**src/rtl/pscan_pkg.sv**
```systemverilog
package pscan_pkg;

    typedef enum logic [1:0] {
        PH_OPEN  = 2'd0,
        PH_HOLD  = 2'd1,
        PH_MOVE  = 2'd2,
        PH_CLEAR = 2'd3
    } phase_t;

    typedef enum logic [1:0] {
        GRP_EIGHT = 2'd0,
        GRP_MIXED = 2'd1,
        GRP_FOUR  = 2'd2,
        GRP_TWO   = 2'd3
    } group_t;

    // Pair read in a given slot for a given grouping.
    function automatic logic [1:0] pick_pair(input group_t g, input logic [1:0] s);
        logic [1:0] r;
        unique case (g)
            GRP_EIGHT: r = s;
            GRP_MIXED: r = s[0] ? (s[1] ? 2'd2 : 2'd1) : 2'd0;
            GRP_FOUR:  r = {1'b0, s[0]};
            GRP_TWO:   r = 2'd0;
            default:   r = 2'd0;
        endcase
        return r;
    endfunction

endpackage

```
**src/rtl/sat_event_counter.sv**
```systemverilog
module sat_event_counter #(
    parameter int CNT_W = 6
) (
    input  logic             clk,
    input  logic             rst_n,
    input  logic             pulse,
    input  logic             block,
    input  logic             clear,
    output logic [CNT_W-1:0] cnt,
    output logic             ovf
);
    localparam logic [CNT_W-1:0] CNT_MAX = '1;

    always_ff @(posedge clk) begin
        if (!rst_n) begin
            cnt <= '0;
            ovf <= 1'b0;
        end else if (clear) begin
            cnt <= CNT_W'(pulse);
            ovf <= 1'b0;
        end else if (pulse && !block) begin
            if (cnt == CNT_MAX) ovf <= 1'b1;
            else                cnt <= cnt + 1'b1;
        end
    end
endmodule

```
**src/rtl/slot_sequencer.sv**
```systemverilog
module slot_sequencer
    import pscan_pkg::*;
#(
    parameter int OPEN_CYCLES = 396,
    parameter int HOLD_CYCLES = 4
) (
    input  logic       clk,
    input  logic       rst_n,
    output phase_t     phase,
    output logic [1:0] slot
);
    localparam int LONGEST = (OPEN_CYCLES > HOLD_CYCLES) ? OPEN_CYCLES : HOLD_CYCLES;
    localparam int DW      = $clog2(LONGEST) + 1;
    localparam logic [DW-1:0] OPEN_LAST = DW'(OPEN_CYCLES - 1);
    localparam logic [DW-1:0] HOLD_LAST = DW'(HOLD_CYCLES - 1);

    phase_t        state_q, state_d;
    logic [DW-1:0] dwell_q, dwell_d;
    logic [1:0]    slot_q, slot_d;

    // State register
    always_ff @(posedge clk) begin
        if (!rst_n) begin
            state_q <= PH_OPEN;
            dwell_q <= '0;
            slot_q  <= 2'd0;
        end else begin
            state_q <= state_d;
            dwell_q <= dwell_d;
            slot_q  <= slot_d;
        end
    end

    // Transitions
    always_comb begin
        state_d = state_q;
        dwell_d = dwell_q + 1'b1;
        slot_d  = slot_q;
        unique case (state_q)
            PH_OPEN: if (dwell_q == OPEN_LAST) begin
                state_d = PH_HOLD;
                dwell_d = '0;
            end
            PH_HOLD: if (dwell_q == HOLD_LAST) begin
                state_d = PH_MOVE;
                dwell_d = '0;
            end
            PH_MOVE: begin
                state_d = PH_CLEAR;
                dwell_d = '0;
            end
            PH_CLEAR: begin
                state_d = PH_OPEN;
                dwell_d = '0;
                slot_d  = slot_q + 2'd1;
            end
            default: begin
                state_d = PH_OPEN;
                dwell_d = '0;
            end
        endcase
    end

    // Outputs
    always_comb begin
        phase = state_q;
        slot  = slot_q;
    end
endmodule

```
**src/rtl/pair_capture.sv**
```systemverilog
module pair_capture #(
    parameter int CNT_W   = 6,
    parameter int N_PAIRS = 4
) (
    input  logic                                clk,
    input  logic                                rst_n,
    input  logic [2*N_PAIRS-1:0][CNT_W-1:0]     cnt_vec,
    input  logic [2*N_PAIRS-1:0]                ovf_vec,
    input  logic [$clog2(N_PAIRS)-1:0]          sel,
    input  logic                                capture,
    output logic [CNT_W-1:0]                    val_even,
    output logic [CNT_W-1:0]                    val_odd,
    output logic                                flag_even,
    output logic                                flag_odd,
    output logic [$clog2(N_PAIRS)-1:0]          pair_q,
    output logic                                valid_q
);
    localparam int PW = $clog2(N_PAIRS);

    logic [PW:0] idx_even, idx_odd;
    assign idx_even = {sel, 1'b0};
    assign idx_odd  = {sel, 1'b1};

    always_ff @(posedge clk) begin
        if (!rst_n) begin
            val_even  <= '0;
            val_odd   <= '0;
            flag_even <= 1'b0;
            flag_odd  <= 1'b0;
            pair_q    <= '0;
            valid_q   <= 1'b0;
        end else begin
            valid_q <= capture;
            if (capture) begin
                val_even  <= cnt_vec[idx_even];
                val_odd   <= cnt_vec[idx_odd];
                flag_even <= ovf_vec[idx_even];
                flag_odd  <= ovf_vec[idx_odd];
                pair_q    <= sel;
            end
        end
    end
endmodule

```
**src/rtl/pair_scan_counters.sv**
```systemverilog
module pair_scan_counters
    import pscan_pkg::*;
#(
    parameter int CNT_W       = 6,
    parameter int OPEN_CYCLES = 396,
    parameter int HOLD_CYCLES = 4
) (
    input  logic             clk,
    input  logic             rst_n,
    input  logic [1:0]       group_sel,
    input  logic [7:0]       pulse_in,
    output logic [CNT_W-1:0] rd_even,
    output logic [CNT_W-1:0] rd_odd,
    output logic             ovf_even,
    output logic             ovf_odd,
    output logic [1:0]       rd_pair,
    output logic             rd_valid
);
    localparam int N_PAIRS = 4;
    localparam int N_CTR   = 2 * N_PAIRS;

    phase_t     phase;
    logic [1:0] slot;
    logic [1:0] pair_sel;
    logic       pair_blocked, pair_clear, capture;

    logic [N_CTR-1:0][CNT_W-1:0] cnt_vec;
    logic [N_CTR-1:0]            ovf_vec;

    slot_sequencer #(
        .OPEN_CYCLES(OPEN_CYCLES),
        .HOLD_CYCLES(HOLD_CYCLES)
    ) u_seq (
        .clk  (clk),
        .rst_n(rst_n),
        .phase(phase),
        .slot (slot)
    );

    always_comb begin
        pair_sel     = pick_pair(group_t'(group_sel), slot);
        pair_blocked = (phase == PH_HOLD) || (phase == PH_MOVE);
        pair_clear   = (phase == PH_CLEAR);
        capture      = (phase == PH_MOVE);
    end

    for (genvar i = 0; i < N_CTR; i++) begin : g_ctr
        logic in_pair;
        assign in_pair = (pair_sel == 2'(i / 2));
        sat_event_counter #(.CNT_W(CNT_W)) u_ctr (
            .clk  (clk),
            .rst_n(rst_n),
            .pulse(pulse_in[i]),
            .block(in_pair && pair_blocked),
            .clear(in_pair && pair_clear),
            .cnt  (cnt_vec[i]),
            .ovf  (ovf_vec[i])
        );
    end

    pair_capture #(.CNT_W(CNT_W), .N_PAIRS(N_PAIRS)) u_cap (
        .clk      (clk),
        .rst_n    (rst_n),
        .cnt_vec  (cnt_vec),
        .ovf_vec  (ovf_vec),
        .sel      (pair_sel),
        .capture  (capture),
        .val_even (rd_even),
        .val_odd  (rd_odd),
        .flag_even(ovf_even),
        .flag_odd (ovf_odd),
        .pair_q   (rd_pair),
        .valid_q  (rd_valid)
    );
endmodule

```
**config.mk**
```make
export PLATFORM = sky130hd
export DESIGN_NAME = pair_scan_counters
export DESIGN_NICKNAME = d
export VERILOG_FILES = /design/src/rtl/pscan_pkg.sv /design/src/rtl/sat_event_counter.sv /design/src/rtl/slot_sequencer.sv /design/src/rtl/pair_capture.sv /design/src/rtl/pair_scan_counters.sv
export SDC_FILE = /design/constraint.sdc
export NUM_CORES = 1
export LEC_CHECK = 0
export BUFFER_PORTS_ARGS = -buffer_cell sky130_fd_sc_hd__buf_2
export CAP_MARGIN = 10
export CORE_MARGIN = 2
export CORE_UTILIZATION = 30
export DETAILED_ROUTE_END_ITERATION = 10
export MAX_ROUTING_LAYER = met4
export PLACE_DENSITY_LB_ADDON = 0.15
export SLEW_MARGIN = 20
export SYNTH_ARGS = -nofsm -noshare
export SYNTH_HDL_FRONTEND = slang
export SYNTH_SLANG_ARGS = --single-unit
export TNS_END_PERCENT = 30
```
**constraint.sdc**
```tcl
create_clock -name clk -period 4.84 [get_ports clk]
set_input_delay 0.484 -clock clk [delete_from_list [all_inputs] [get_ports clk]]
set_output_delay 0.484 -clock clk [all_outputs]
set_load 0.05 [all_outputs]
```
* Word level (Yosys, flattened, before mapping)
Cells that the tools add are included.
** Storage, ports and cells
- Logic and storage cells :: 186
- Bits of input ports :: 12
- Flip-flop bits (word level) :: 87
** Operators by class
- Magnitude comparators :: 2
- Equal/unequal tests :: 29
- $add $sub $neg :: 10
- Bitwise gates (word level) :: 9
- Muxes and demuxes :: 41
- Reductions and logical operators :: 62
** Operator list (number)
- 2-bit AND reduction :: 25
- 6-bit by 1-bit adder with 6-bit output, second input constant :: 8
- 6-bit == test, second input constant :: 8
- 10-bit one-hot mux with 3 select lines :: 1
- 1-bit 2-to-1 mux :: 26
- 6-bit binary-select mux with 2-bit select :: 2
- 10-bit 2-to-1 mux :: 2
- 1-bit logical AND :: 16
- 2-bit one-hot mux with 4 select lines :: 2
- 2-bit nonzero test :: 8
- 2-bit == test, second input constant :: 6
- 6-bit 2-to-1 mux :: 2
- 2-bit by 1-bit != test with 1-bit output, second input constant :: 6
- 10-bit by 1-bit adder with 10-bit output, second input constant :: 1
- 10-bit by 2-bit == test with 1-bit output, second input constant :: 1
- 10-bit by 9-bit == test with 1-bit output, second input constant :: 1
- 2-bit OR reduction :: 5
- 1-bit NOT :: 9
- 3-bit by 4-bit < comparator with 1-bit output, second input constant :: 2
- 2-bit 2-to-1 mux :: 4
- 2-bit != test, second input constant :: 4
- 2-bit by 1-bit == test with 1-bit output, second input constant :: 3
- 2-bit zero test :: 3
- 1-bit binary-select mux with 2-bit select :: 2
- 3 further kinds :: 6

* Depth between registers and ports, before layout
Gate-level depths: netlist (run 1).
- Word-level depth :: 9
- Depth in mapped cells :: 8

* Modules after synthesis
Synthesis (run 1) repeated with hierarchy kept, for this count alone.
** Unflattened totals
- Cell total of the unflattened synthesis :: 522
- Area total of the unflattened synthesis :: 4843.4 µm²
** Modules (own cells, without submodules)
- sat_event_counter :: area an instance 372.9 µm², instances 8, cells an instance 42, seq. area each 140.1 µm²
- pair_capture :: area an instance 980.9 µm², instances 1, cells an instance 89, seq. area each 340.3 µm²
- slot_sequencer :: area an instance 699.4 µm², instances 1, cells an instance 74, seq. area each 280.3 µm²
- pair_scan_counters :: area an instance 180.2 µm², instances 1, cells an instance 23, seq. area each 0.0 µm²

* Worst setup path after synthesis (run 1)
Ideal clock, no wire load.
- Path type :: register to register
- From :: register u_seq.slot_q[1], in the netlist u_seq.slot[1]
- To :: register g_ctr[6].u_ctr.cnt[3]
- Cell stages (with the launch flop) :: 8
- Buffers on the path :: 0
- Arrival time :: 1.908 ns
- Setup time :: 0.070 ns
- Clock period less this slack :: 1.978 ns
- Required time :: 4.770 ns
- Setup slack :: 2.862 ns
- Cells stage by stage :: dfxtp_1 -> inv_1 -> ha_1 -> nand3_1 -> a211oi_2 -> or3b_2 -> or3_1 -> a21oi_1
** On the way
- Word-level cells in the longest chain between the ends :: 8
- Elaborated cells between the ends (all ways) :: 10
- Those cells by class :: eq/ne: 1; mux: 3; reduce/logical: 6
** Ends and longest elaborated chain
- from (decl) :: line slot_sequencer.sv:19 : logic [1:0] slot_q, slot_d;
- from (signal assigned) :: line slot_sequencer.sv:30 : slot_q <= slot_d;
- 2-bit 2-to-1 mux (2 in series) :: line pscan_pkg.sv:22 : GRP_MIXED: r = s[0] ? (s[1] ? 2'd2 : 2'd1) : 2'd0;
- 2-bit one-hot mux with 4 select lines * :: line pscan_pkg.sv:20 : unique case (g)
- 2-bit == test * :: line pair_scan_counters.sv:49 : assign in_pair = (pair_sel == 2'(i / 2));
- 1-bit logical AND :: line pair_scan_counters.sv:54 : .block(in_pair && pair_blocked),
- 1-bit zero test :: line sat_event_counter.sv:21 : end else if (pulse && !block) begin
- 1-bit logical AND :: line sat_event_counter.sv:21
- 2-bit AND reduction (no line)
- to (signal assigned) :: line sat_event_counter.sv:19 : cnt <= CNT_W'(pulse);
- to (signal assigned) :: line sat_event_counter.sv:23 : else cnt <= cnt + 1'b1;
- to (decl) :: line sat_event_counter.sv:9 : output logic [CNT_W-1:0] cnt,
Mark *: on every way between the ends. The rest lies on a longest branch, timed or not.
A chain may end at the register's enable or synchronous reset.

* Worst setup path after layout (run 1)
- From :: register u_seq.slot_q[1], in the netlist u_seq.slot[1]
- To :: register g_ctr[3].u_ctr.cnt[4]
** On the way
- Word-level cells in the longest chain between the ends :: 8
- Elaborated cells between the ends (all ways) :: 10
- Those cells by class :: eq/ne: 1; mux: 3; reduce/logical: 6
** Ends and longest elaborated chain (line)
- 2-bit 2-to-1 mux (2 in series) :: pscan_pkg.sv:22
- 2-bit one-hot mux with 4 select lines * :: pscan_pkg.sv:20
- 2-bit by 1-bit == test with 1-bit output * :: pair_scan_counters.sv:49
- 1-bit logical AND :: pair_scan_counters.sv:54
- 1-bit zero test :: sat_event_counter.sv:21
- 1-bit logical AND :: sat_event_counter.sv:21
- 2-bit AND reduction (no line)
- to (signal assigned) :: sat_event_counter.sv:19
- to (signal assigned) :: sat_event_counter.sv:23
- to (decl) :: sat_event_counter.sv:9
Marked as above.

==> results of run 1 <==
==> metal layers <==
layer	routed length, um	part of all wire, %
met5	0	0
met4	223	1.9
met3	394	3.4
met2	5240	46
met1	5570	49
==> cell usage after synthesis (3+ instances only) <==
library cell	count	area, sq um
o21ai_0	22	110
dfxtp_1	87	1740
nor2_1	59	221
nor2b_1	5	31.3
and3_1	12	75.1
clkbuf_1	11	41.3
o211ai_1	9	67.6
o21a_1	3	22.5
a21o_1	6	45.0
or3_1	7	43.8
mux2i_1	17	170
inv_1	15	56.3
a211oi_1	10	75.1
a31oi_1	13	81.3
nand2_1	48	180
nand4_1	8	50.1
nor3_1	7	35.0
a21oi_1	18	90.1
mux2_2	8	90.1
ha_1	16	200
o211a_1	6	60.1
xor2_1	13	114
or4_1	5	37.5
nand3_1	27	135
xnor2_1	18	158
nor4bb_1	3	30.0
nor4_1	3	18.8
a41oi_1	9	78.8
buf_4	3	22.5
a22oi_1	6	45.0
buf_2	5	25.0
==> layout make-up <==
| type | instances | share of cell area (%) |
|---|---|---|
| clock buffer | 13 | 5.25 |
| clock inverter | 3 | 0.353 |
| inverter | 15 | 1.14 |
| multi-input combinational | 384 | 50.5 |
| sequential | 87 | 35.1 |
| tap | 184 | 4.65 |
| timing repair buffer | 29 | 2.98 |
==> flip-flops by register name, summed over array words and instances, names as in the netlist <==
register and count:
g_ctr.u_ctr.cnt 48, u_seq.dwell_q 10, g_ctr.u_ctr.ovf 8, u_cap.val_even 6
u_cap.val_odd 6, u_cap.pair_q 2, u_seq.phase 2, u_seq.slot 2
u_cap.flag_even 1, u_cap.flag_odd 1, u_cap.valid_q 1
==> cells in the final DEF, fill, tap and decap left out, types with 5 or more instances in the layout <==
master	synthesis	final
o211a_1	6	6
mux2i_1	17	17
a21oi_1	18	18
o211ai_1	9	9
nand2_1	48	48
nor3_1	7	7
clkbuf_16	0	9
or3_1	7	7
xor2_1	13	13
a31oi_1	13	13
inv_1	15	15
buf_2	5	28
dfxtp_1	87	87
a211oi_1	10	10
xnor2_1	18	18
nand4_1	8	8
mux2_2	8	8
nand3_1	27	27
a21o_1	6	6
a41oi_1	9	9
ha_1	16	16
and3_1	12	12
o21ai_0	22	22
or4_1	5	5
a22oi_1	6	6
nor2b_1	5	5
nor2_1	59	58
==> cells by family after synthesis <==
group                    after synthesis  synth area share, %
AO/OA/AOI/OAI                        114                 18.0
flip-flops                            87                 39.7
buffers and inverters                 36                 3.48
multiplexers                          25                 5.93
adder cells (fa/ha/maj)               16                 4.56
AND/OR/NAND/NOR                      198                 22.1
XOR/XNOR                              31                 6.19
==> per-stage QoR <==
| step | cell area [sq um] | hold WS [ns] | util [%] | setup WS (ns) | instances |
|---|---|---|---|---|---|
| after floorplan | 4390 | 0.426 | - | 2.86 | 507 |
| after global placement | 4670 | 0.449 | 32.4 | 2.22 | 699 |
| after detailed placement | 4680 | 0.450 | 32.4 | 2.35 | 699 |
| after CTS | 4950 | 0.408 | 34.3 | 2.36 | 715 |
| after global routing | 4960 | 0.449 | 34.4 | 2.11 | 715 |
| final | 4960 | 0.408 | 34.4 | 2.37 | 715 |
==> worst max path at each step <==
| stage | endpoint | cells after the start | from |
|---|---|---|---|
| after floorplan | g_ctr[6].u_ctr.cnt[3] | 7 | u_seq.slot[1] |
| after global placement | u_cap.val_odd[1] | 6 | u_seq.slot[1] |
| after detailed placement | g_ctr[3].u_ctr.cnt[4] | 6 | group_sel[0] |
| after CTS | g_ctr[6].u_ctr.cnt[3] | 7 | u_seq.phase[0] |
| after global routing | g_ctr[7].u_ctr.cnt[1] | 7 | u_seq.phase[1] |
| final | g_ctr[3].u_ctr.cnt[4] | 6 | u_seq.slot[1] |
==> power by group <==
group	total (uW)	internal, uW	switching, uW	leakage [uW]
clock network	664	375	289	0.000136
registers	782	746	36.2	0.000705
logic	169	61.6	108	0.00109
==> worst register-to-register path: stages (launching register included) <==
cell and delay, ns:
dfxtp_1 0.46, inv_1 0.08, ha_1 0.27, a32o_1 0.54
a21o_1 0.45, or4_1 0.55, nand2_1 0.07
==> reports/metrics.cfg, run 1 <==
[clock_network]
clkTransAtPathRegs_ns = 0.06
clock_path_buffers = 2
clk_latency_ns = 0.35
cts_setup_buffers = 0
cts_tree = yes
cts_root_buffer = clkbuf_16
cts_hold_buf = 0
cts.htree.levels = 3
cts_buffers = 9
cts.sinks = 87
cts_resized = 0

[hold_path]
hp-start = pulse_in[0]
hold_depth = 3
hp-class = in2reg
hold_end = g_ctr[0].u_ctr.ovf

[yosys]
yosysUniqueCellTypes = 50
syn_area_sq_um = 4390
synth-edff-count = 0
syn_area_per_cell_sq_um = 8.65
synth_ff_type = dfxtp_1
synth-async-reset-ratio_pct = 0
yosys_register_bits = 87
synthesis.nets = 535
seq_area_frac_synth_pct = 39.7
yosys_warnings = 0
synthCells = 507

[finish]
diodes = 0
fillers = 1530
area_delta_synth_final_pct = 13.0
nNetsFinal = 554
final-seq-area_sq_um = 1740
drive_above_1_share_pct = 11.3
multiInputGateArea_sq_um = 2500

[place]
place_hpwl_mm = 8.12
io_buffers = 28
gp_congestion = 0.831

[global_routing]
busiest_layer = met2
grt_pass1_wl_mm = 18.6
overflow = 0
met3_usage_pct = 2.88
grt_pass1_vias = 3560
grtUsageMet1_pct = 19.7
antenna_found_initial = 0
grt_usage_pct = 15.5
grt_max_degree = 33
grt.met2_usage_pct = 24.5

[critical_path]
slowest_stage = or4_1
crit_chain = inv_1, ha_1, a32o_1, a21o_1, or4_1, nand2_1
path_class = reg2reg
crit_family = compound AO/OA/AOI/OAI gates
cp_max_fo = 19
end_kind = flop
startpoint_type = flop
max_stage_delay_ns = 0.55
reg2reg_depth = 6
worstPathArrival_ns = 2.76
worstReg2RegEnd = g_ctr[3].u_ctr.cnt[4]
r2r-start = u_seq.slot[1]
rrSetupSlack_ns = 2.37
crit_required_ns = 5.13
path_buf_inv = 1

[sta]
post-route-period-util_pct = 50.9
fmax_mhz = 406
rsz0062_at_grt = false
fin_worst_skew_ns = 0.00766
min_period_ns = 2.47
timing.final.hold_violations = 0
maxSlewViolCount = 0
slew_headroom_pct = 46.6
fin_tns_setup_ns = 0
setup_violations = 0
worstMarginPinSlew_ns = 0.801

[floorplan]
die_h_um = 125
dieArea_sq_um = 15600
pin_count = 29
die_w_um = 125
row_count = 44
start_util_pct = 30.4
core_area_sq_um = 14400

[routing]
vias = 3715
drt-total-wl_mm = 11.4
antenna_left = 0
post_drt_wl_per_cell_um = 16.0
via_per_inst = 5.20
first_iter_violations = 127
dr.pass1.iters = 4
drc = 0

[run_status]
status = finished clean

[run]
drv_cap = 0

[power]
p_per_area_nw_per_um2 = 326
power.leakage_uw = 0.00193
ir_drop_mv = 0.197
finalPower_uw = 1610

Note: power is estimated with default switching activity, not from simulation.
==> run 2: changes to the inputs <==
Clock period 4.84 ns to 2.5 ns, I/O delays scaled along.
==> run 2 against run 1 <==
First-iteration DRC count up 97%; core utilization up 0.77 points; fmax up 13%; critical path type unchanged; largest cell class unchanged.
==> reports/metrics.cfg, run 2 (same netlist as run 1, synthesis figures left out) <==
[run_status]
status = finished clean

[critical_path]
startpoint_type = flop
path_class = reg2reg
crit_required_ns = 2.78
crit_chain = inv_1, ha_1, nand3_1, a211oi_2, or3b_2, or3_1, a21oi_1
max_stage_delay_ns = 0.55
cp_max_fo = 8
end_kind = flop
slowest_stage = or3b_2
crit_family = simple AND/OR/NAND/NOR gates
worstPathArrival_ns = 2.46
path_buf_inv = 1

[power]
ir_drop_mv = 0.292
p_sw_share_pct = 26.1
finalPower_uw = 3210
internal_power_uw = 2370
p_per_area_nw_per_um2 = 634
seqPwrFrac_pct = 47.1
p_clk_share_pct = 42.5
power.leakage_uw = 0.00200
pwr-share-comb_pct = 10.4
power.switching_uw = 839

[finish]
final_common_cell = dfxtp_1
nNetsFinal = 566
drive_above_1_share_pct = 13.1
diodes = 0
fillers = 1503
largest-register = g_ctr.u_ctr.cnt
largest_reg_flops = 48
final_cell_count_no_fill = 726
reg_top3 = g_ctr.u_ctr.cnt: 48 flops, u_seq.dwell_q: 10 flops, g_ctr.u_ctr.ovf: 8 flops
final_cell_area_sq_um = 5070
area_delta_synth_final_pct = 15.5
layout_common_cells = 87 x dfxtp_1, 59 x nor2_1, 48 x nand2_1, 28 x buf_2, 27 x nand3_1
finish.utilization_pct = 35.1

[global_routing]
grt_pass1_wl_mm = 19.1
grt.met2_usage_pct = 25.2
grt_usage_pct = 15.8
antenna_found_initial = 0
overflow = 0
grtUsageMet1_pct = 20.0
grt_pass1_vias = 3677
grt_max_degree = 23
busiest_layer = met2
met3_usage_pct = 3.52

[sta]
fin_worst_skew_ns = 0.0105
fmax_mhz = 458
slew_headroom_pct = 53.9
worstMarginPinSlew_ns = 0.687
min_period_ns = 2.19
timing.final.hold_violations = 0
rsz0062_at_grt = false
maxSlewViolCount = 0
fin_tns_setup_ns = 0
post-route-period-util_pct = 87.4
setup_violations = 0

[clock_network]
cts_buffers = 9
clk_latency_ns = 0.35
cts.sinks = 87
cts.htree.levels = 3
clock_path_buffers = 2
cts_root_buffer = clkbuf_16
cts_resized = 0
cts_tree = yes
cts_hold_buf = 0
clkTransAtPathRegs_ns = 0.07
cts_setup_buffers = 0

[routing]
post_drt_wl_per_cell_um = 15.8
dr.pass1.iters = 4
first_iter_violations = 250
drc = 0
antenna_left = 0
vias = 3763
via_per_inst = 5.18
drt-total-wl_mm = 11.5

[floorplan]
row_count = 44
dieArea_sq_um = 15600
die_w_um = 125
start_util_pct = 30.4
pin_count = 29
core_area_sq_um = 14400
die_h_um = 125

[place]
dpl_cell_area_sq_um = 4770
gp_congestion = 0.835
dp_cells = 711
io_buffers = 28
place_hpwl_mm = 8.49

[hold_path]
hp-class = in2reg

[run]
drv_cap = 0

[run 2: metrics by stage]
step	setup slack, ns	hold slack (ns)
floorplan	0.522	0.399
global placement	0.416	0.447
detailed placement	0.354	0.451
CTS	0.333	0.184
global route	0.149	0.213
finish	0.314	0.190
[run 2: final cells by class]
| cell class | instances | area, sq um | share of cell area (%) |
|---|---|---|---|
| Sequential cell | 87 | 1740 | 34.4 |
| Clock buffer | 11 | 243 | 4.79 |
| Inverter | 15 | 56.3 | 1.11 |
| Tap cell | 184 | 230 | 4.54 |
| Clock inverter | 4 | 55.1 | 1.09 |
| Multi-Input combinational cell | 384 | 2490 | 49.2 |
| Timing Repair Buffer | 41 | 250 | 4.94 |
[run 2: power by group through the flow]
stage	clock [uW]	combinational [uW]	sequential [uW]
floorplan	0	232	1540
detailed placement	0	336	1540
CTS	1410	337	1510
finish	1370	334	1510
global placement	0	331	1540
global route	1470	379	1520
[run 2: worst paths after layout]
path,end,cells past startpoint,from,slack (ns)
min,g_ctr[0].u_ctr.ovf,3,pulse_in[0],0.19
max reg2reg,g_ctr[6].u_ctr.cnt[3],7,u_seq.slot[1],0.31
max,g_ctr[6].u_ctr.cnt[3],7,u_seq.slot[1],0.31
min reg2reg,u_seq.dwell_q[0],1,u_seq.dwell_q[0],0.47
[run 2: worst min-delay path: stages]
cell and delay [ns]:
buf_2 0.10, a31oi_1 0.07, nor2_1 0.07
[run 2: routing by layer]
layer  vias up  wire length, um
met2        56             5360
met3        17              302
met1      1789             5590
li1       1901                -
met5         -                0
met4         0              226
==> run 3: changes to the inputs <==
Settings changed: CTS_BUF_LIST set to sky130_fd_sc_hd__clkbuf_8 sky130_fd_sc_hd__clkbuf_16.
Clock period 2.5 ns to 1.85 ns, I/O delays scaled along.
==> run 3 against run 2 <==
Sequential share of layout area decreased by 2.8 points; die area unchanged; clock skew decreased by 0.0065 ns; core utilization increased by 3.4 points; largest cell class unchanged; largest power group unchanged; worst hold slack got worse by 0.076 ns; final area increased by 9.7%; first-iteration DRC count decreased by 26%; register-to-register slack got worse by 0.29 ns; total power increased by 41%; non-clock buffer count increased by 28; global-route usage increased by 0.57 points; cell count increased by 4.0%.
==> reports/metrics.cfg, run 3 (same netlist as run 1, synthesis figures left out) <==
[place]
io_buffers = 28
dpl_cell_area_sq_um = 5020
place_hpwl_mm = 8.89
gp_congestion = 0.826
dp_cells = 738

[hold_path]
hp-class = in2reg

[critical_path]
startpoint_type = flop
end_kind = flop
max_stage_delay_ns = 0.38
path_class = reg2reg
crit_required_ns = 2.14
crit_chain = inv_2, ha_4, nor2_2, o21a_2, a211o_4, or3_1, a21oi_2
rrSetupSlack_ns = 0.02
worstPathArrival_ns = 2.11
crit_family = compound AO/OA/AOI/OAI gates
path_buf_inv = 1
cp_max_fo = 8
slowest_stage = a211o_4

[sta]
slew_headroom_pct = 67.0
min_period_ns = 1.83
rsz0062_at_grt = true
worstMarginPinSlew_ns = 0.491
setup_violations = 0
maxSlewViolCount = 0
timing.final.hold_violations = 0
fin_worst_skew_ns = 0.00400
post-route-period-util_pct = 98.9
fmax_mhz = 547

[floorplan]
core_area_sq_um = 14400
dieArea_sq_um = 15600
die_h_um = 125
row_count = 44
start_util_pct = 30.4
pin_count = 29
die_w_um = 125

[clock_network]
cts.htree.levels = 3
cts_hold_buf = 0
cts_tree = yes
clkTransAtPathRegs_ns = 0.06
clk_latency_ns = 0.35
clock_path_buffers = 2
cts.sinks = 87
cts_root_buffer = clkbuf_16
cts_buffers = 9

[finish]
final_common_cell = dfxtp_1
layout_common_cells = 83 x dfxtp_1, 58 x nor2_1, 41 x nand2_1, 35 x buf_4, 28 x buf_2
final_cell_count_no_fill = 755
largest_reg_flops = 48
final-seq-area_sq_um = 1750
diodes = 0
drive_above_1_share_pct = 25.0
finish.utilization_pct = 38.5
fillers = 1503
final_cell_area_sq_um = 5560
reg_top3 = g_ctr.u_ctr.cnt: 48 flops, u_seq.dwell_q: 10 flops, g_ctr.u_ctr.ovf: 8 flops
multiInputGateArea_sq_um = 2700
largest-register = g_ctr.u_ctr.cnt
area_delta_synth_final_pct = 26.7
nNetsFinal = 594

[global_routing]
grt_max_degree = 33
grt_pass1_vias = 3918
grt_usage_pct = 16.4
antenna_found_initial = 0
overflow = 0
grt_pass1_wl_mm = 19.8

[run_status]
status = finished clean

[power]
p_per_area_nw_per_um2 = 815
power.leakage_uw = 0.00219
finalPower_uw = 4530
ir_drop_mv = 0.434

[run]
drv_cap = 0

[routing]
drc = 0
antenna_left = 0
via_per_inst = 5.18
post_drt_wl_per_cell_um = 16.1
vias = 3913
first_iter_violations = 185
drt-total-wl_mm = 12.2
dr.pass1.iters = 4

[run 3: cell count changes in the layout (fill, tap and decap cells not counted), sizes merged]
cell,delta
buf,+27
clkinv,+1
clkinvlp,-1
clkbuf,+2
[run 3: area by class of cell]
cell class | instances | share of cell area (%)
inverter | 15 | 1.01
multi-input combinational | 384 | 48.5
sequential | 87 | 31.5
clock buffer | 12 | 4.80
clock inverter | 4 | 0.788
timing repair buffer | 69 | 9.19
tap | 184 | 4.14
[run 3: tightest hold or removal path, stage by stage]
cell     delay (ns)
buf_2          0.10
a31oi_1        0.07
nor2_1         0.07
[run 3: timing repair]
| action | CTS | global route |
|---|---|---|
| setup endpoints to repair | 6 | 40 |
| resized for setup | 13 | 40 |
| pin swaps | 5 | 8 |
| setup buffers | 1 | 0 |
| gates cloned | 0 | 1 |
[run 3: per-stage QoR]
step                      setup TNS (ns)  worst slack (ns)  hold WS (ns)
final                                  0            0.0207         0.115
after global routing              -0.307           -0.0403         0.131
after CTS                              0           0.00529         0.111
after detailed placement          -0.244           -0.0844         0.453
after global placement           -0.0851           -0.0640         0.452
after floorplan                        0          0.000460         0.334
[run 3: report_power, final]
part	total [uW]	internal [uW]	switching [uW]
Clock	1900	1150	756
Sequential	2040	1950	90.6
Combinational	585	258	327
Total	4530	3350	1170
[run 3: layer usage]
metal  vias to the layer above  track usage, %  part of all wire, %
li1                       1959               -                    -
met1                      1883            20.1                   47
met2                        49            26.1                   47
met3                        22            2.84                  2.6
met4                         0            8.24                  3.1
met5                         -               -                    0
[run 3: final timing paths]
path	startpoint	to	cells past startpoint
setup / recovery	u_seq.slot[1]	g_ctr[0].u_ctr.cnt[4]	7
hold / removal	pulse_in[0]	g_ctr[0].u_ctr.ovf	3
setup reg to reg	u_seq.slot[1]	g_ctr[0].u_ctr.cnt[4]	7
hold reg to reg	u_seq.dwell_q[0]	u_seq.dwell_q[0]	1
